--- config.mk ---
export PLATFORM = sky130hd
export DESIGN_NAME = nand_bus_adapter
export DESIGN_NICKNAME = d
export VERILOG_FILES = /design/src/rtl/nba_pkg.sv /design/src/rtl/nba_decode.sv /design/src/rtl/nba_wr_lane.sv /design/src/rtl/nba_rd_pack.sv /design/src/rtl/nba_seq.sv /design/src/rtl/nand_bus_adapter.sv
export SDC_FILE = /design/constraint.sdc
export NUM_CORES = 1
export LEC_CHECK = 0
export BUFFER_PORTS_ARGS = -buffer_cell sky130_fd_sc_hd__clkbuf_2
export CAP_MARGIN = 20
export CORE_MARGIN = 2
export CORE_UTILIZATION = 45
export DETAILED_ROUTE_END_ITERATION = 10
export PLACE_DENSITY = 0.71
export SLEW_MARGIN = 20
export SYNTH_ARGS = -nofsm -noshare
export SYNTH_HDL_FRONTEND = slang
export SYNTH_SLANG_ARGS = --single-unit
--- constraint.sdc ---
create_clock -name clk -period 4 [get_ports clk]
set_clock_uncertainty 0.15 [all_clocks]
set_input_delay 0.6 -clock clk [delete_from_list [all_inputs] [get_ports clk]]
set_output_delay 0.6 -clock clk [all_outputs]
set_load 0.005 [all_outputs]
--- src/rtl/nba_pkg.sv ---
package nba_pkg;
  localparam int HOST_W = 32;
  localparam int DEV_W  = 16;
  localparam int CYC_W  = 3;

  typedef enum logic [1:0] {
    WIN_CMD   = 2'd0,
    WIN_ADDR  = 2'd1,
    WIN_DATA  = 2'd2,
    WIN_OTHER = 2'd3
  } win_e;

  typedef enum logic [1:0] {
    ST_IDLE = 2'd0,
    ST_RUN  = 2'd1,
    ST_DONE = 2'd2
  } st_e;

  typedef struct packed {
    logic             cle;
    logic             ale;
    logic             wide;
    logic             err;
    logic [CYC_W-1:0] ncyc;
  } plan_t;
endpackage

--- src/rtl/nba_decode.sv ---
module nba_decode
  import nba_pkg::*;
#(
  parameter int NUM_CS = 8,
  parameter int CS_W   = 3,
  parameter int ADDR_W = 7
) (
  input  logic [ADDR_W-1:0] addr,
  input  logic [1:0]        size,
  input  logic              we,
  input  logic [NUM_CS-1:0] nand_map,
  input  logic [NUM_CS-1:0] wide_map,
  output logic [CS_W-1:0]   cs,
  output plan_t             plan
);
  win_e       win;
  logic       is_nand;
  logic       go;
  logic [2:0] nbytes;

  always_comb begin
    win     = win_e'(addr[3:2]);
    cs      = addr[ADDR_W-1:4];
    is_nand = nand_map[cs];
    plan    = '0;
    plan.wide = wide_map[cs];
    case (size)
      2'd0:    nbytes = 3'd1;
      2'd1:    nbytes = 3'd2;
      default: nbytes = 3'd4;
    endcase
    go = 1'b0;
    case (win)
      WIN_CMD:   begin go = is_nand && we; plan.cle = go; end
      WIN_ADDR:  begin go = is_nand && we; plan.ale = go; end
      WIN_DATA:  go = is_nand;
      default:   plan.err = (size != 2'd2);
    endcase
    if (go) begin
      if (plan.wide) plan.ncyc = (nbytes == 3'd4) ? CYC_W'(2) : CYC_W'(1);
      else           plan.ncyc = CYC_W'(nbytes);
    end
  end
endmodule

--- src/rtl/nba_wr_lane.sv ---
module nba_wr_lane
  import nba_pkg::*;
(
  input  logic [HOST_W-1:0] wdata,
  input  logic [CYC_W-1:0]  idx,
  input  logic              wide,
  output logic [DEV_W-1:0]  lane
);
  always_comb begin
    if (wide) lane = idx[0] ? wdata[31:16] : wdata[15:0];
    else      lane = {8'h00, wdata[8*idx[1:0] +: 8]};
  end
endmodule

--- src/rtl/nba_rd_pack.sv ---
module nba_rd_pack
  import nba_pkg::*;
(
  input  logic [HOST_W-1:0] acc,
  input  logic [CYC_W-1:0]  idx,
  input  logic              wide,
  input  logic [DEV_W-1:0]  rd,
  output logic [HOST_W-1:0] acc_nxt
);
  localparam int NB = HOST_W / 8;

  for (genvar b = 0; b < NB; b++) begin : g_byte
    logic [7:0] byte_nxt;
    always_comb begin
      byte_nxt = acc[8*b +: 8];
      if (wide) begin
        if (idx == CYC_W'(b / 2)) byte_nxt = rd[8*(b % 2) +: 8];
      end else if (idx == CYC_W'(b)) begin
        byte_nxt = rd[7:0];
      end
    end
    assign acc_nxt[8*b +: 8] = byte_nxt;
  end
endmodule

--- src/rtl/nba_seq.sv ---
module nba_seq
  import nba_pkg::*;
#(
  parameter int NUM_CS = 8,
  parameter int CS_W   = 3
) (
  input  logic              clk,
  input  logic              rst,
  input  logic              req_valid,
  output logic              req_ready,
  input  plan_t             plan,
  input  logic [CS_W-1:0]   cs,
  input  logic              we,
  input  logic [1:0]        size,
  input  logic [HOST_W-1:0] wdata,
  output logic              ack,
  output logic [HOST_W-1:0] rdata,
  output logic              err,
  output logic              dev_valid,
  input  logic              dev_ready,
  output logic [NUM_CS-1:0] dev_ce,
  output logic              dev_cle,
  output logic              dev_ale,
  output logic              dev_we,
  output logic [DEV_W-1:0]  dev_wdata,
  input  logic [DEV_W-1:0]  dev_rdata
);
  st_e               st;
  logic [CYC_W-1:0]  idx;
  logic [CYC_W-1:0]  ncyc_q;
  logic [HOST_W-1:0] wdata_q;
  logic [HOST_W-1:0] acc;
  logic [HOST_W-1:0] acc_nxt;
  logic              wide_q;
  logic              we_q;
  logic              byte1_q;
  logic              err_q;
  logic [HOST_W-1:0] lane_src;
  logic [CYC_W-1:0]  lane_idx;
  logic              lane_wide;
  logic [DEV_W-1:0]  lane;
  logic [NUM_CS-1:0] ce_sel;
  logic              accept;
  logic              last;

  assign accept = (st == ST_IDLE) && req_valid && req_ready;
  assign last   = (idx == CYC_W'(ncyc_q - CYC_W'(1)));

  always_comb begin
    ce_sel     = '0;
    ce_sel[cs] = 1'b1;
    if (st == ST_IDLE) begin
      lane_src  = wdata;
      lane_idx  = '0;
      lane_wide = plan.wide;
    end else begin
      lane_src  = wdata_q;
      lane_idx  = idx + CYC_W'(1);
      lane_wide = wide_q;
    end
  end

  nba_wr_lane u_wr_lane (
    .wdata (lane_src),
    .idx   (lane_idx),
    .wide  (lane_wide),
    .lane  (lane)
  );

  nba_rd_pack u_rd_pack (
    .acc     (acc),
    .idx     (idx),
    .wide    (wide_q),
    .rd      (dev_rdata),
    .acc_nxt (acc_nxt)
  );

  always_ff @(posedge clk) begin
    if (rst) begin
      st        <= ST_IDLE;
      req_ready <= 1'b1;
      idx       <= '0;
      ncyc_q    <= '0;
      wdata_q   <= '0;
      acc       <= '0;
      wide_q    <= 1'b0;
      we_q      <= 1'b0;
      byte1_q   <= 1'b0;
      err_q     <= 1'b0;
      ack       <= 1'b0;
      rdata     <= '0;
      err       <= 1'b0;
      dev_valid <= 1'b0;
      dev_ce    <= '0;
      dev_cle   <= 1'b0;
      dev_ale   <= 1'b0;
      dev_we    <= 1'b0;
      dev_wdata <= '0;
    end else begin
      ack <= 1'b0;
      case (st)
        ST_IDLE: begin
          if (accept) begin
            req_ready <= 1'b0;
            wdata_q   <= wdata;
            wide_q    <= plan.wide;
            ncyc_q    <= plan.ncyc;
            we_q      <= we;
            byte1_q   <= (size == 2'd0);
            err_q     <= plan.err;
            acc       <= '0;
            idx       <= '0;
            if (plan.ncyc != '0) begin
              st        <= ST_RUN;
              dev_valid <= 1'b1;
              dev_we    <= we;
              dev_cle   <= plan.cle;
              dev_ale   <= plan.ale;
              dev_ce    <= ce_sel;
              dev_wdata <= we ? lane : '0;
            end else begin
              st    <= ST_DONE;
              ack   <= 1'b1;
              rdata <= '0;
              err   <= plan.err;
            end
          end
        end
        ST_RUN: begin
          if (dev_ready) begin
            acc <= acc_nxt;
            if (last) begin
              st        <= ST_DONE;
              dev_valid <= 1'b0;
              dev_ce    <= '0;
              dev_cle   <= 1'b0;
              dev_ale   <= 1'b0;
              dev_we    <= 1'b0;
              dev_wdata <= '0;
              ack       <= 1'b1;
              err       <= err_q;
              if (we_q)         rdata <= '0;
              else if (byte1_q) rdata <= {24'h0, acc_nxt[7:0]};
              else              rdata <= acc_nxt;
            end else begin
              idx       <= idx + CYC_W'(1);
              dev_wdata <= we_q ? lane : '0;
            end
          end
        end
        default: begin
          st        <= ST_IDLE;
          req_ready <= 1'b1;
        end
      endcase
    end
  end
endmodule

--- src/rtl/nand_bus_adapter.sv ---
module nand_bus_adapter
  import nba_pkg::*;
#(
  parameter  int NUM_CS = 8,
  localparam int CS_W   = (NUM_CS > 1) ? $clog2(NUM_CS) : 1,
  localparam int ADDR_W = CS_W + 4
) (
  input  logic              clk,
  input  logic              rst,
  input  logic              host_req_valid,
  output logic              host_req_ready,
  input  logic [ADDR_W-1:0] host_addr,
  input  logic [1:0]        host_size,
  input  logic              host_we,
  input  logic [31:0]       host_wdata,
  output logic              host_ack,
  output logic [31:0]       host_rdata,
  output logic              host_err,
  input  logic [NUM_CS-1:0] cs_nand_map,
  input  logic [NUM_CS-1:0] cs_wide_map,
  output logic              dev_valid,
  input  logic              dev_ready,
  output logic [NUM_CS-1:0] dev_ce,
  output logic              dev_cle,
  output logic              dev_ale,
  output logic              dev_we,
  output logic [15:0]       dev_wdata,
  input  logic [15:0]       dev_rdata
);
  plan_t           plan;
  logic [CS_W-1:0] cs;

  nba_decode #(.NUM_CS(NUM_CS), .CS_W(CS_W), .ADDR_W(ADDR_W)) u_decode (
    .addr     (host_addr),
    .size     (host_size),
    .we       (host_we),
    .nand_map (cs_nand_map),
    .wide_map (cs_wide_map),
    .cs       (cs),
    .plan     (plan)
  );

  nba_seq #(.NUM_CS(NUM_CS), .CS_W(CS_W)) u_seq (
    .clk       (clk),
    .rst       (rst),
    .req_valid (host_req_valid),
    .req_ready (host_req_ready),
    .plan      (plan),
    .cs        (cs),
    .we        (host_we),
    .size      (host_size),
    .wdata     (host_wdata),
    .ack       (host_ack),
    .rdata     (host_rdata),
    .err       (host_err),
    .dev_valid (dev_valid),
    .dev_ready (dev_ready),
    .dev_ce    (dev_ce),
    .dev_cle   (dev_cle),
    .dev_ale   (dev_ale),
    .dev_we    (dev_we),
    .dev_wdata (dev_wdata),
    .dev_rdata (dev_rdata)
  );
endmodule

==> flow_summary_export.csv <==
group,metric,value,unit
floorplan,dieArea,15960,µm²
timing,period_share,75.06,%
drt,antenna_left,0,
clocking,cts_setup_buffers,0,
place,routabilityCongestion,0.8425,
drt,routed_via_density,5.578,
synth,synthFlopType,"dfxtp_1",
clocking,cts.sinks,139,
floorplan,ios,141,
final_layout,drive_gt1_share,23.33,%
clocking,cts_buffer_depth,2,
pwr,power_per_cell_area,425.8,nW/µm²
drt,wl_per_cell,16.09,µm
clocking,cts_tree,"yes",
clocking,clk_pin_slew,0.06,ns
setup_path,critPathLaunchType,"flop",
setup_path,arrival,3.16,ns
synth,synthTopCellsByArea,"dfxtp_1 (41%), mux2i_1 (11%), nand2_1 (7.6%)",
final_layout,nets,971,
drt,highest_layer,"met4",
status,status,"finished clean",
global_routing,antenna_found_initial,0,
drt,firstDrtPassIters,5,
synth,yosys.area.top_type,"dfxtp_1",
synth,synth_seq_cells,139,
final_layout,syn2layout_area_growth,19.95,%
global_routing,grt_pass1_vias,5498,
drt,drt-met1-wl,8.394,mm
synth,synth-compound-area-share,19.82,%
pwr,p_leak,3.108,nW
place,numPortBuffers,138,
setup_path,criticalPathCategory,"flop to flop",
timing,worst_pin_slew,1.015,ns
synth,syn_nets,864,
setup_path,cp-end-kind,"flop",
timing,max_freq,333.1,MHz
worst_hold_path,worstHoldPathType,"primary input to flop",
synth,yosysTopAreaCellShare,41.32,%
setup_path,crit_path_max_fanout,25,
place,preCtsSetupSlack,1.041,ns
drt,drtIter0Drc,470,
job,maxCapViolations,0,
synth,postSynth.asyncResetShare,0,%
clocking,cts_root_buf,"clkbuf_16",
global_routing,grt_max_degree,92,
floorplan,die_y,126.3,µm
synth,seq_area_frac_synth,41.32,%
synth,synthCells,780,
timing,finalHoldViolations,0,
synth,synth-edff-count,0,
timing,fin_setup_tns,0,ns
floorplan,core-area,14590,µm²
synth,ys_warn_count,0,
synth,synth.avg_cell_area,8.635,µm²
clocking,numCtsBuffers,17,
clocking,postCtsHoldBufs,0,
setup_path,cp.required,4.16,ns
setup_path,rrSetupSlack,1.0,ns
timing,post-route-min-period,3.002,ns
timing,rsz0062_at_grt,"false",
clocking,cts_resized,0,
drt,dr_wl_met2,7.759,mm
global_routing,grt_overflow,0,
synth,synth_top_family_by_area,"compound AO/OA/AOI/OAI gates",
pwr,power,0.003440,W
synth,synth_fa_ha_area_share,1.115,%
synth,synth_xor_area_share,0.6130,%
global_routing,grt_use_total,21.90,%
clocking,worstSkewPairLatency,0.42,ns
global_routing,grt_first_pass_wirelength,28.20,mm
floorplan,num_rows,44,
timing,hold_ws,0.2417,ns
floorplan,start_util,46.17,%
timing,finalSetupViolCount,0,
drt,route.detailed.drc,0,
synth,synth_simple_gate_area_share,18.35,%
final_layout,diodes,0,
synth,synth_area,6735,µm²
drt,wl_met3,957,µm
floorplan,fp.dieW,126.3,µm
synth,synth_mux_area_share,14.34,%
timing,relSlewSlack,32.34,%
pwr,ir_drop,320.3,µV
timing,setup_slack,0.9977,ns
timing,finalMaxSlewViolations,0,
drt,wl,17.45,mm
synth,synth_cell_type_count,55,
drt,dr_total_vias,6047,
place,dp.final_hpwl,11.62,mm
clocking,cts_max_level,4,
power by group:
part	total, W	leakage, nW	switching, W	internal [W]
sequential	0.00147	1.13	0.0000426	0.00143
combinational	0.000455	1.71	0.000285	0.000169
clock	0.00151	0.271	0.000568	0.000946
per-stage QoR:
step	instance area (µm²)	util (%)	std cells
2_1_floorplan	6735	-	780
3_3_place_gp	7513	51.50	1052
3_5_place_dp	7513	51.50	1052
4_1_cts	8079	55.38	1084
5_1_grt	8079	55.38	1084
6_report	8079	55.38	1084
Yosys cell counts (all sizes together) (2+ instances only):
| cell type | instances |
|---|---|
| mux4 | 3 |
| a211oi | 6 |
| nand2b | 19 |
| nand3 | 10 |
| a32o | 5 |
| clkbuf | 50 |
| a21o | 2 |
| nand2 | 137 |
| inv | 7 |
| ha | 6 |
| o221ai | 7 |
| or3 | 10 |
| o2bb2ai | 18 |
| dfxtp | 139 |
| o2111ai | 13 |
| o21a | 8 |
| nor2b | 17 |
| mux2i | 74 |
| a22oi | 8 |
| nor2 | 30 |
| nor3 | 36 |
| nand3b | 2 |
| o21ai | 14 |
| mux2 | 14 |
| a21oi | 97 |
| o221a | 7 |
| a211o | 2 |
| buf | 14 |
| xnor2 | 2 |
| a22o | 4 |
| o22ai | 5 |
worst max-delay path: stages, from the launching register on:
cell	delay, ns
dfxtp_1	0.55
xor3_1	0.42
nor3_1	0.42
nand3_1	0.43
nand2_2	0.17
buf_4	0.36
mux2_2	0.38
logic make-up after synthesis:
kind of cell / count (synthesis)
compound gates: 201
xor+xnor: 3
fa+ha+maj: 6
buf+inv: 72
flops: 139
mux: 91
simple gates: 268
area by class of cell:
type / instances / area [µm²]
Fill cell: 1365 / 6510
Timing Repair Buffer: 152 / 798.3
Inverter: 8 / 30.03
Clock buffer: 25 / 475.5
Sequential cell: 139 / 2784
Tap cell: 184 / 230.2
Multi-Input combinational cell: 569 / 3671
Clock inverter: 7 / 90.09
routing by layer:
layer	GRT usage, %	up-vias
met5	0	-
met4	7.498	0
met3	5.609	26
met2	33.41	180
met1	30.26	2825
li1	-	3016
cells in the final DEF, fill, tap and decap left out, drive strengths merged, types with 3 or more instances in the layout:
master	instances
nor2b	17
dfxtp	139
o21a	8
a32o	5
a22oi	8
o22ai	5
o2bb2ai	18
clkbuf	162
a21oi	97
o21ai	14
a22o	4
a211oi	6
nor3	36
mux4	3
mux2	14
o2111ai	13
or3	10
o221ai	7
mux2i	74
ha	6
nor2	30
inv	7
nand3	10
nand2b	19
nand2	137
clkinv	4
o221a	7
buf	15
flip-flops by register name (all words and copies together), names as in the netlist:
| name | flops |
|---|---|
| u_seq.acc | 32 |
| u_seq.rdata | 32 |
| u_seq.wdata_q | 32 |
| u_seq.dev_wdata | 16 |
| u_seq.dev_ce | 8 |
| u_seq.idx | 3 |
| u_seq.ncyc_q | 3 |
| u_seq.st | 2 |
| u_seq.ack | 1 |
| u_seq.byte1_q | 1 |
| u_seq.dev_ale | 1 |
| u_seq.dev_cle | 1 |
| u_seq.dev_valid | 1 |
| u_seq.dev_we | 1 |
| u_seq.err | 1 |
| u_seq.err_q | 1 |
| u_seq.req_ready | 1 |
| u_seq.we_q | 1 |
| u_seq.wide_q | 1 |
worst paths after layout:
path / depth (start not counted) / start / to
min reg2reg: 1 / u_seq.dev_valid / u_seq.dev_valid
max reg2reg: 6 / u_seq.idx[2] / u_seq.rdata[18]
min: 3 / host_wdata[24] / u_seq.wdata_q[24]
max: 6 / u_seq.idx[2] / u_seq.rdata[18]
Power figures use the tool's default switching activity.
